==> src/rtl/ipg_pkg.sv <==
package ipg_pkg;

   typedef enum logic [1:0] {
      CH_IDLE  = 2'd0,
      CH_ARMED = 2'd1,
      CH_RUN   = 2'd2
   } ipg_state_e;

   // Pulse width in ticks for a given prescaler setting; zero acts as one.
   function automatic logic [31:0] ipg_width_of(input logic [31:0] presc);
      return (presc == 32'd0) ? 32'd1 : presc;
   endfunction

endpackage

==> src/rtl/ipg_countdown.sv <==
module ipg_countdown
   import ipg_pkg::*;
#(
   parameter int IW = 32,
   parameter int TW = 8
) (
   input  logic          clk,
   input  logic          rst_n,
   input  logic          tick_i,
   input  logic [TW-1:0] period_i,
   input  logic          wr_i,
   input  logic [IW-1:0] data_i,
   output logic          fire_o
);

   ipg_state_e    st_q;
   logic [IW-1:0] ivl_q;
   logic [IW-1:0] cnt_q;
   logic [IW-1:0] per_ext;
   logic          short_left;

   assign per_ext    = IW'(period_i);
   assign short_left = (cnt_q < per_ext);
   assign fire_o     = tick_i && !wr_i && (st_q == CH_RUN) && short_left;

   always_ff @(posedge clk) begin
      if (!rst_n) begin
         st_q  <= CH_IDLE;
         ivl_q <= '0;
         cnt_q <= '0;
      end else if (wr_i) begin
         ivl_q <= data_i;
         st_q  <= CH_ARMED;
      end else if (tick_i) begin
         unique case (st_q)
            CH_ARMED: begin
               cnt_q <= ivl_q;
               st_q  <= CH_RUN;
            end
            CH_RUN: begin
               if (short_left) cnt_q <= ivl_q;
               else            cnt_q <= cnt_q - per_ext;
            end
            default: cnt_q <= cnt_q;
         endcase
      end
   end

endmodule

==> src/rtl/ipg_stretch.sv <==
module ipg_stretch
   import ipg_pkg::*;
#(
   parameter int SW = 16
) (
   input  logic          clk,
   input  logic          rst_n,
   input  logic          tick_i,
   input  logic          fire_i,
   input  logic          kill_i,
   input  logic          clr_i,
   input  logic [SW-1:0] presc_i,
   output logic          pulse_o,
   output logic          evt_o
);

   logic [SW-1:0] left_q;
   logic [SW-1:0] load_w;
   logic          evt_q;

   assign load_w  = SW'(ipg_width_of(32'(presc_i)));
   assign pulse_o = (left_q != '0);
   assign evt_o   = evt_q;

   always_ff @(posedge clk) begin
      if (!rst_n) begin
         left_q <= '0;
      end else if (kill_i) begin
         left_q <= '0;
      end else if (fire_i) begin
         left_q <= load_w;
      end else if (tick_i && (left_q != '0)) begin
         left_q <= left_q - SW'(1);
      end
   end

   always_ff @(posedge clk) begin
      if (!rst_n)      evt_q <= 1'b0;
      else if (fire_i) evt_q <= 1'b1;
      else if (clr_i)  evt_q <= 1'b0;
   end

endmodule

==> src/rtl/interval_pulse_gen.sv <==
module interval_pulse_gen
   import ipg_pkg::*;
#(
   parameter int NCH = 2,
   parameter int IW  = 32,
   parameter int TW  = 8,
   parameter int SW  = 16
) (
   input  logic           clk,
   input  logic           rst_n,
   input  logic           tick,
   input  logic [TW-1:0]  tick_ns,
   input  logic [SW-1:0]  prescale,
   input  logic [IW-1:0]  ivl_data,
   input  logic [NCH-1:0] ivl_wr,
   input  logic [NCH-1:0] evt_clr,
   output logic [NCH-1:0] pulse_out,
   output logic [NCH-1:0] evt_flag
);

   logic [NCH-1:0] fire_vec;

   if (NCH < 1) begin : g_bad_nch
      $error("interval_pulse_gen: NCH must be at least 1");
   end
   if (TW > IW) begin : g_bad_tw
      $error("interval_pulse_gen: TW must not exceed IW");
   end
   if (SW < 1 || SW > 32) begin : g_bad_sw
      $error("interval_pulse_gen: SW must be 1..32");
   end

   for (genvar c = 0; c < NCH; c++) begin : g_ch
      ipg_countdown #(.IW(IW), .TW(TW)) u_cd (
         .clk      (clk),
         .rst_n    (rst_n),
         .tick_i   (tick),
         .period_i (tick_ns),
         .wr_i     (ivl_wr[c]),
         .data_i   (ivl_data),
         .fire_o   (fire_vec[c])
      );

      ipg_stretch #(.SW(SW)) u_st (
         .clk     (clk),
         .rst_n   (rst_n),
         .tick_i  (tick),
         .fire_i  (fire_vec[c]),
         .kill_i  (ivl_wr[c]),
         .clr_i   (evt_clr[c]),
         .presc_i (prescale),
         .pulse_o (pulse_out[c]),
         .evt_o   (evt_flag[c])
      );
   end

endmodule

==> config.mk <==
export PLATFORM = sky130hd
export DESIGN_NAME = interval_pulse_gen
export DESIGN_NICKNAME = d
export VERILOG_FILES = /design/src/rtl/ipg_pkg.sv /design/src/rtl/ipg_countdown.sv /design/src/rtl/ipg_stretch.sv /design/src/rtl/interval_pulse_gen.sv
export SDC_FILE = /design/constraint.sdc
export NUM_CORES = 1
export LEC_CHECK = 0
export CAP_MARGIN = 0
export CORE_MARGIN = 3
export CORE_UTILIZATION = 57
export CTS_CLUSTER_DIAMETER = 40
export DETAILED_ROUTE_END_ITERATION = 7
export GPL_TIMING_DRIVEN = 0
export MAX_ROUTING_LAYER = met4
export PLACE_DENSITY = 0.9
export SYNTH_ARGS = -nofsm -noshare
export SYNTH_HDL_FRONTEND = slang
export SYNTH_SLANG_ARGS = --single-unit
==> constraint.sdc <==
create_clock -name clk -period 4.5 [get_ports clk]
set_clock_uncertainty 0.05 [all_clocks]
set_input_delay 1.35 -clock clk [delete_from_list [all_inputs] [get_ports clk]]
set_output_delay 1.35 -clock clk [all_outputs]
set_load 0.02 [all_outputs]
# Word-level counts from Yosys, hierarchy flattened
# Cells that the tools add are included.
# totals
reg_bits	166
rom_bits	0
n_memories	0
wordCells	75
mem_bits_rw	0
latchBits	0
# op_classes
eq_ne	4
n_reduce_logical	31
n_addsub	4
mux	19
div	0
multipliers	0
bitwise	3
shift	0
n_lt_le_gt_ge	2
# op_table
op	count
$pmux 32 s2	2
$mux 16	5
$lt 32x8->1	2
$mux 32	2
$sub 32x8->32	2
$reduce_bool 16->1	2
$sub 16x1->16 const B	2
$reduce_bool 2->1	10
$logic_not 16->1	1
$mux 1	10
$logic_and 1x1->1	8
$reduce_and 2->1	4
$reduce_and 3->1	2
$eq 2x1->1 const B	2
$eq 2x2->1 const B	2
$reduce_or 2->1	2
$not 1->1	3
$logic_not 1->1	2

# Longest topological paths before layout
# logic_depth
word_depth	5
depth_mapped	11
mapped_depth_nobuf	9

# Hierarchy
# A second synthesis with hierarchy kept.
# unflattened
cells_unflattened	1140
hier_area_um2	9406.5
# modules_own_cells
mod	cells_each	n_inst	area_per_inst_um2
ipg_countdown	429	2	3604.7
ipg_stretch	141	2	1098.6

# Worst setup path after synthesis
# OpenSTA, ideal clock, no wires.
# synth_path
path_type	input to register
startpoint	input tick_ns[0]
endpoint	register g_ch[1].u_cd.cnt_q[25]
slack_ps	701
required_time_ps	4331
stages	10
arrival_ps	3630
n_path_buf	2
path_cell_list	ha_1 > fa_1 > nor2b_1 > o31ai_1 > o21bai_1 > o21a_1 > clkbuf_1 > buf_2 > a21oi_1 > o221a_2
# synth_between
elab_chain_cells	3
word_cells_on_any_way	4
classes_between	add/sub (1); order compare (1); mux (2)
# synth_rtl
element	line_no	source
from (decl)	interval_pulse_gen.sv:12	input logic [TW-1:0] tick_ns,
$sub 32x8->32 / $lt 32x8->1 (equally long branches)	ipg_countdown.sv:42, ipg_countdown.sv:23	
$mux 32 *	ipg_countdown.sv:41	if (short_left) cnt_q <= ivl_q;
$pmux 32 s2 *	ipg_countdown.sv:35	unique case (st_q)
to (signal assigned)	ipg_countdown.sv:37	cnt_q <= ivl_q;
to (signal assigned)	ipg_countdown.sv:41	
to (signal assigned)	ipg_countdown.sv:42	else cnt_q <= cnt_q - per_ext;
to (decl)	ipg_countdown.sv:18	logic [IW-1:0] cnt_q;
# Every way passes the cells marked *; elsewhere a longest branch is shown, timed or not.
# A chain may end at the register's enable or synchronous reset.

# Worst setup path after layout
# layout_path
startpoint	input tick_ns[7]
endpoint	register g_ch[0].u_cd.cnt_q[17]
# layout_between
elab_chain_cells	3
word_cells_on_any_way	4
classes_between	add/sub (1); order compare (1); mux (2)
# layout_rtl
element	line_no
$sub 32x8->32 / $lt 32x8->1 (equally long branches)	ipg_countdown.sv:42, ipg_countdown.sv:23
$mux 32 *	ipg_countdown.sv:41
$pmux 32 s2 *	ipg_countdown.sv:35
to (signal assigned)	ipg_countdown.sv:37
to (signal assigned)	ipg_countdown.sv:41
to (signal assigned)	ipg_countdown.sv:42
to (decl)	ipg_countdown.sv:18
# Marked as above.

==> results.json <==
{
  "cts-root-buf": "clkbuf_16",
  "tightest_slew_ns": 1.20,
  "synthFlopType": "dfxtp_1",
  "critPathArrivalTime_ns": 4.68,
  "place_hpwl_microns": 20800,
  "comb_power_share_pct": 38.8,
  "grt_pass1_wl_microns": 46200,
  "setup.worst_path.class": "in2reg",
  "io_pins": 67,
  "syn-num-nets": 1184,
  "fillers": 1253,
  "p_sw_share_pct": 36.1,
  "synth_top_area_share_pct": 36.5,
  "start_util_pct": 59.0,
  "reg2reg_slack_ns": 0.83,
  "cts_buffers": 17,
  "cts_tree": "yes",
  "hp-class": "reg2reg",
  "clk_latency_ns": 0.43,
  "power.internal_mw": 3.44,
  "drt_iter0_drc": 1089,
  "tns_ns": 0,
  "synth.distinct_cells": 67,
  "place_congestion": 0.992,
  "grt_max_degree": 17,
  "rows": 45,
  "r2r_cells": 8,
  "holdPathEnd": "g_ch[0].u_cd.cnt_q[23]$_SDFFE_PN0P_",
  "grt_pass1_vias": 8854,
  "reg2reg_from": "g_ch[1].u_cd.cnt_q[15]$_SDFFE_PN0P_",
  "die_w_microns": 132,
  "fmax_mhz": 229,
  "dpl_cell_area_sq_um": 9990,
  "core-area_sq_um": 15400,
  "avgSynthCellArea_sq_um": 8.29,
  "fin_nets": 1265,
  "synth-seq-cells": 166,
  "hold_viol": 0,
  "critPathCaptureType": "register",
  "grt_usage_pct": 33.7,
  "die_y_microns": 132,
  "p_sw_mw": 1.94,
  "synth_area_leaders": "dfxtp_1 37%, mux2i_1 8.9%, nor2_1 5.5%, ha_1 3.0%, a21oi_1 2.8%",
  "synthCells": 1097,
  "seq_power_share_pct": 33.4,
  "final_core_util_pct": 68.7,
  "syn_to_final_growth_pct": 16.6,
  "finalSetupViolations": 0,
  "layout_commonest_cell": "dfxtp_1",
  "antenna_found_initial": 0,
  "port_buffers": 63,
  "diodes": 0,
  "clkTransAtPathRegs_ns": 0.07,
  "p_clk_share_pct": 27.9,
  "status": "finished clean",
  "r2r_end": "g_ch[1].u_cd.cnt_q[31]$_SDFFE_PN0P_",
  "cp-start-kind": "input port",
  "antenna_left": 0,
  "drc": 0,
  "layout_common_cells": "166 x dfxtp_1, 133 x nor2_1, 81 x mux2i_1",
  "yosysSeqAreaShare_pct": 36.5,
  "drt-total-wl_microns": 29400,
  "p_leak_nw": 4.15,
  "rsz0062_at_grt": "no",
  "hold_path_depth": 2,
  "firstDrtPassIters": 6,
  "powerDensity_nw_per_um2": 508,
  "vias": 9266,
  "die-area_sq_um": 17500,
  "avgViaCountPerCell": 6.61,
  "max_slew_margin_pct": 19.6,
  "async_flop_share_pct": 0,
  "yosys_warnings": 0,
  "slew_viol_final": 0,
  "wl_per_cell_microns": 21.0,
  "yosys.area.top_type": "dfxtp_1",
  "synth_edf_count": 0,
  "drive_above_1_share_pct": 6.55,
  "min_period_ns": 4.36,
  "crit_required_ns": 4.82,
  "postCtsHoldBufs": 0,
  "fin_area_sq_um": 10600,
  "clock_sinks": 166,
  "synth_area_sq_um": 9100,
  "period_share_pct": 96.9,
  "peakVddDrop_mv": 0.486,
  "holdWs_ns": 0.422,
  "cp_max_fo": 10,
  "finalPower_mw": 5.38,
  "max_cap_viol_count": 0,
  "hold_path.startpoint": "g_ch[0].u_cd.cnt_q[23]$_SDFFE_PN0P_",
  "htreeDepth": 4,
  "clock_path_buffers": 2,
  "overflow": 0
}
-- worst max path at each step --
stage	slack [ns]	to	cells after the start	from
after floorplan	0.70	g_ch[1].u_cd.cnt_q[25]$_SDFFE_PN0P_	10	tick_ns[0]
after global placement	-0.40	g_ch[1].u_cd.cnt_q[22]$_SDFFE_PN0P_	11	tick_ns[0]
after detailed placement	-0.47	g_ch[1].u_cd.cnt_q[25]$_SDFFE_PN0P_	11	tick_ns[0]
after CTS	0.08	g_ch[1].u_cd.cnt_q[25]$_SDFFE_PN0P_	10	tick_ns[0]
after global routing	0.003	g_ch[0].u_cd.cnt_q[17]$_SDFFE_PN0P_	10	tick_ns[7]
final	0.14	g_ch[0].u_cd.cnt_q[17]$_SDFFE_PN0P_	10	tick_ns[7]
-- registers in the layout, summed over array words and instances (netlist names) --
signal / count
g_ch.u_cd.ivl_q: 64
g_ch.u_cd.st_q: 4
g_ch.u_st.evt_o: 2
g_ch.u_st.left_q: 32
g_ch.u_cd.cnt_q: 64
-- power by group through the flow --
stage,registers [mW],clock network (mW),logic [mW]
3_3_place_gp,1.81,0,1.98
4_1_cts,1.79,1.50,2.05
3_5_place_dp,1.82,0,2.02
5_1_grt,1.82,1.57,2.29
2_1_floorplan,1.78,0,1.56
6_report,1.80,1.50,2.09
-- critical path, cell delays in order --
cell and delay, ns:
clkdlybuf4s50_1 0.45, inv_1 0.09, ha_1 0.42, a211o_1 0.32, a211o_1 0.24, a211oi_1 0.75, clkbuf_1 0.47, nand2_1 0.14
or3_1 0.36, nand4_1 0.08
-- through the flow --
step	worst slack, ns	cells
global route	0.00250	1402
floorplan	0.701	1097
detailed placement	-0.472	1371
finish	0.141	1402
CTS	0.0835	1402
global placement	-0.399	1371
-- kinds of logic after synthesis --
group / share of synthesized area, %
AO/OA/AOI/OAI: 16.6
XOR/XNOR: 3.18
adder cells (fa/ha/maj): 3.47
buffers and inverters: 4.97
flip-flops: 36.5
multiplexers: 9.28
AND/OR/NAND/NOR: 26.0
-- per-layer routing --
metal | wire (microns) | global-route usage (%) | vias up | share of wire, %
met5 | 0 | - | - | 0
met4 | 1360 | 15.1 | 0 | 4.6
met3 | 3070 | 7.14 | 151 | 10
met2 | 13700 | 54.9 | 596 | 46
met1 | 11300 | 40.2 | 4318 | 38
li1 | - | - | 4201 | -
-- final cells by class --
| type | count | area (sq um) | area share [%] |
|---|---|---|---|
| clock buffers | 19 | 453 | 4.27 |
| flip-flops and latches | 166 | 3320 | 31.3 |
| inverters | 23 | 86.3 | 0.814 |
| repair buffers | 63 | 631 | 5.95 |
| clock inverters | 13 | 146 | 1.38 |
| well taps | 211 | 264 | 2.49 |
| multi-input cells | 826 | 5340 | 50.3 |
| plain buffers | 81 | 365 | 3.45 |
-- Yosys cell counts, types with 14 or more instances --
| cell type | instances |
|---|---|
| nand4_1 | 35 |
| nor2_1 | 133 |
| o21ai_0 | 30 |
| nor4_1 | 16 |
| or3_1 | 29 |
| a31oi_1 | 28 |
| dfxtp_1 | 166 |
| xnor2_1 | 22 |
| nand3_1 | 50 |
| mux2i_1 | 81 |
| a211oi_1 | 22 |
| or4_1 | 23 |
| ha_1 | 22 |
| a21oi_1 | 51 |
| clkbuf_1 | 59 |
| nand2_1 | 64 |
| o21ai_1 | 14 |
| inv_1 | 23 |
| nor3_1 | 27 |
-- what timing repair did --
item	in CTS	in global routing
setup endpoints to repair	13	30
buffers inserted	0	0
resized for setup	2	7
Note: power is estimated with default switching activity, not from simulation.
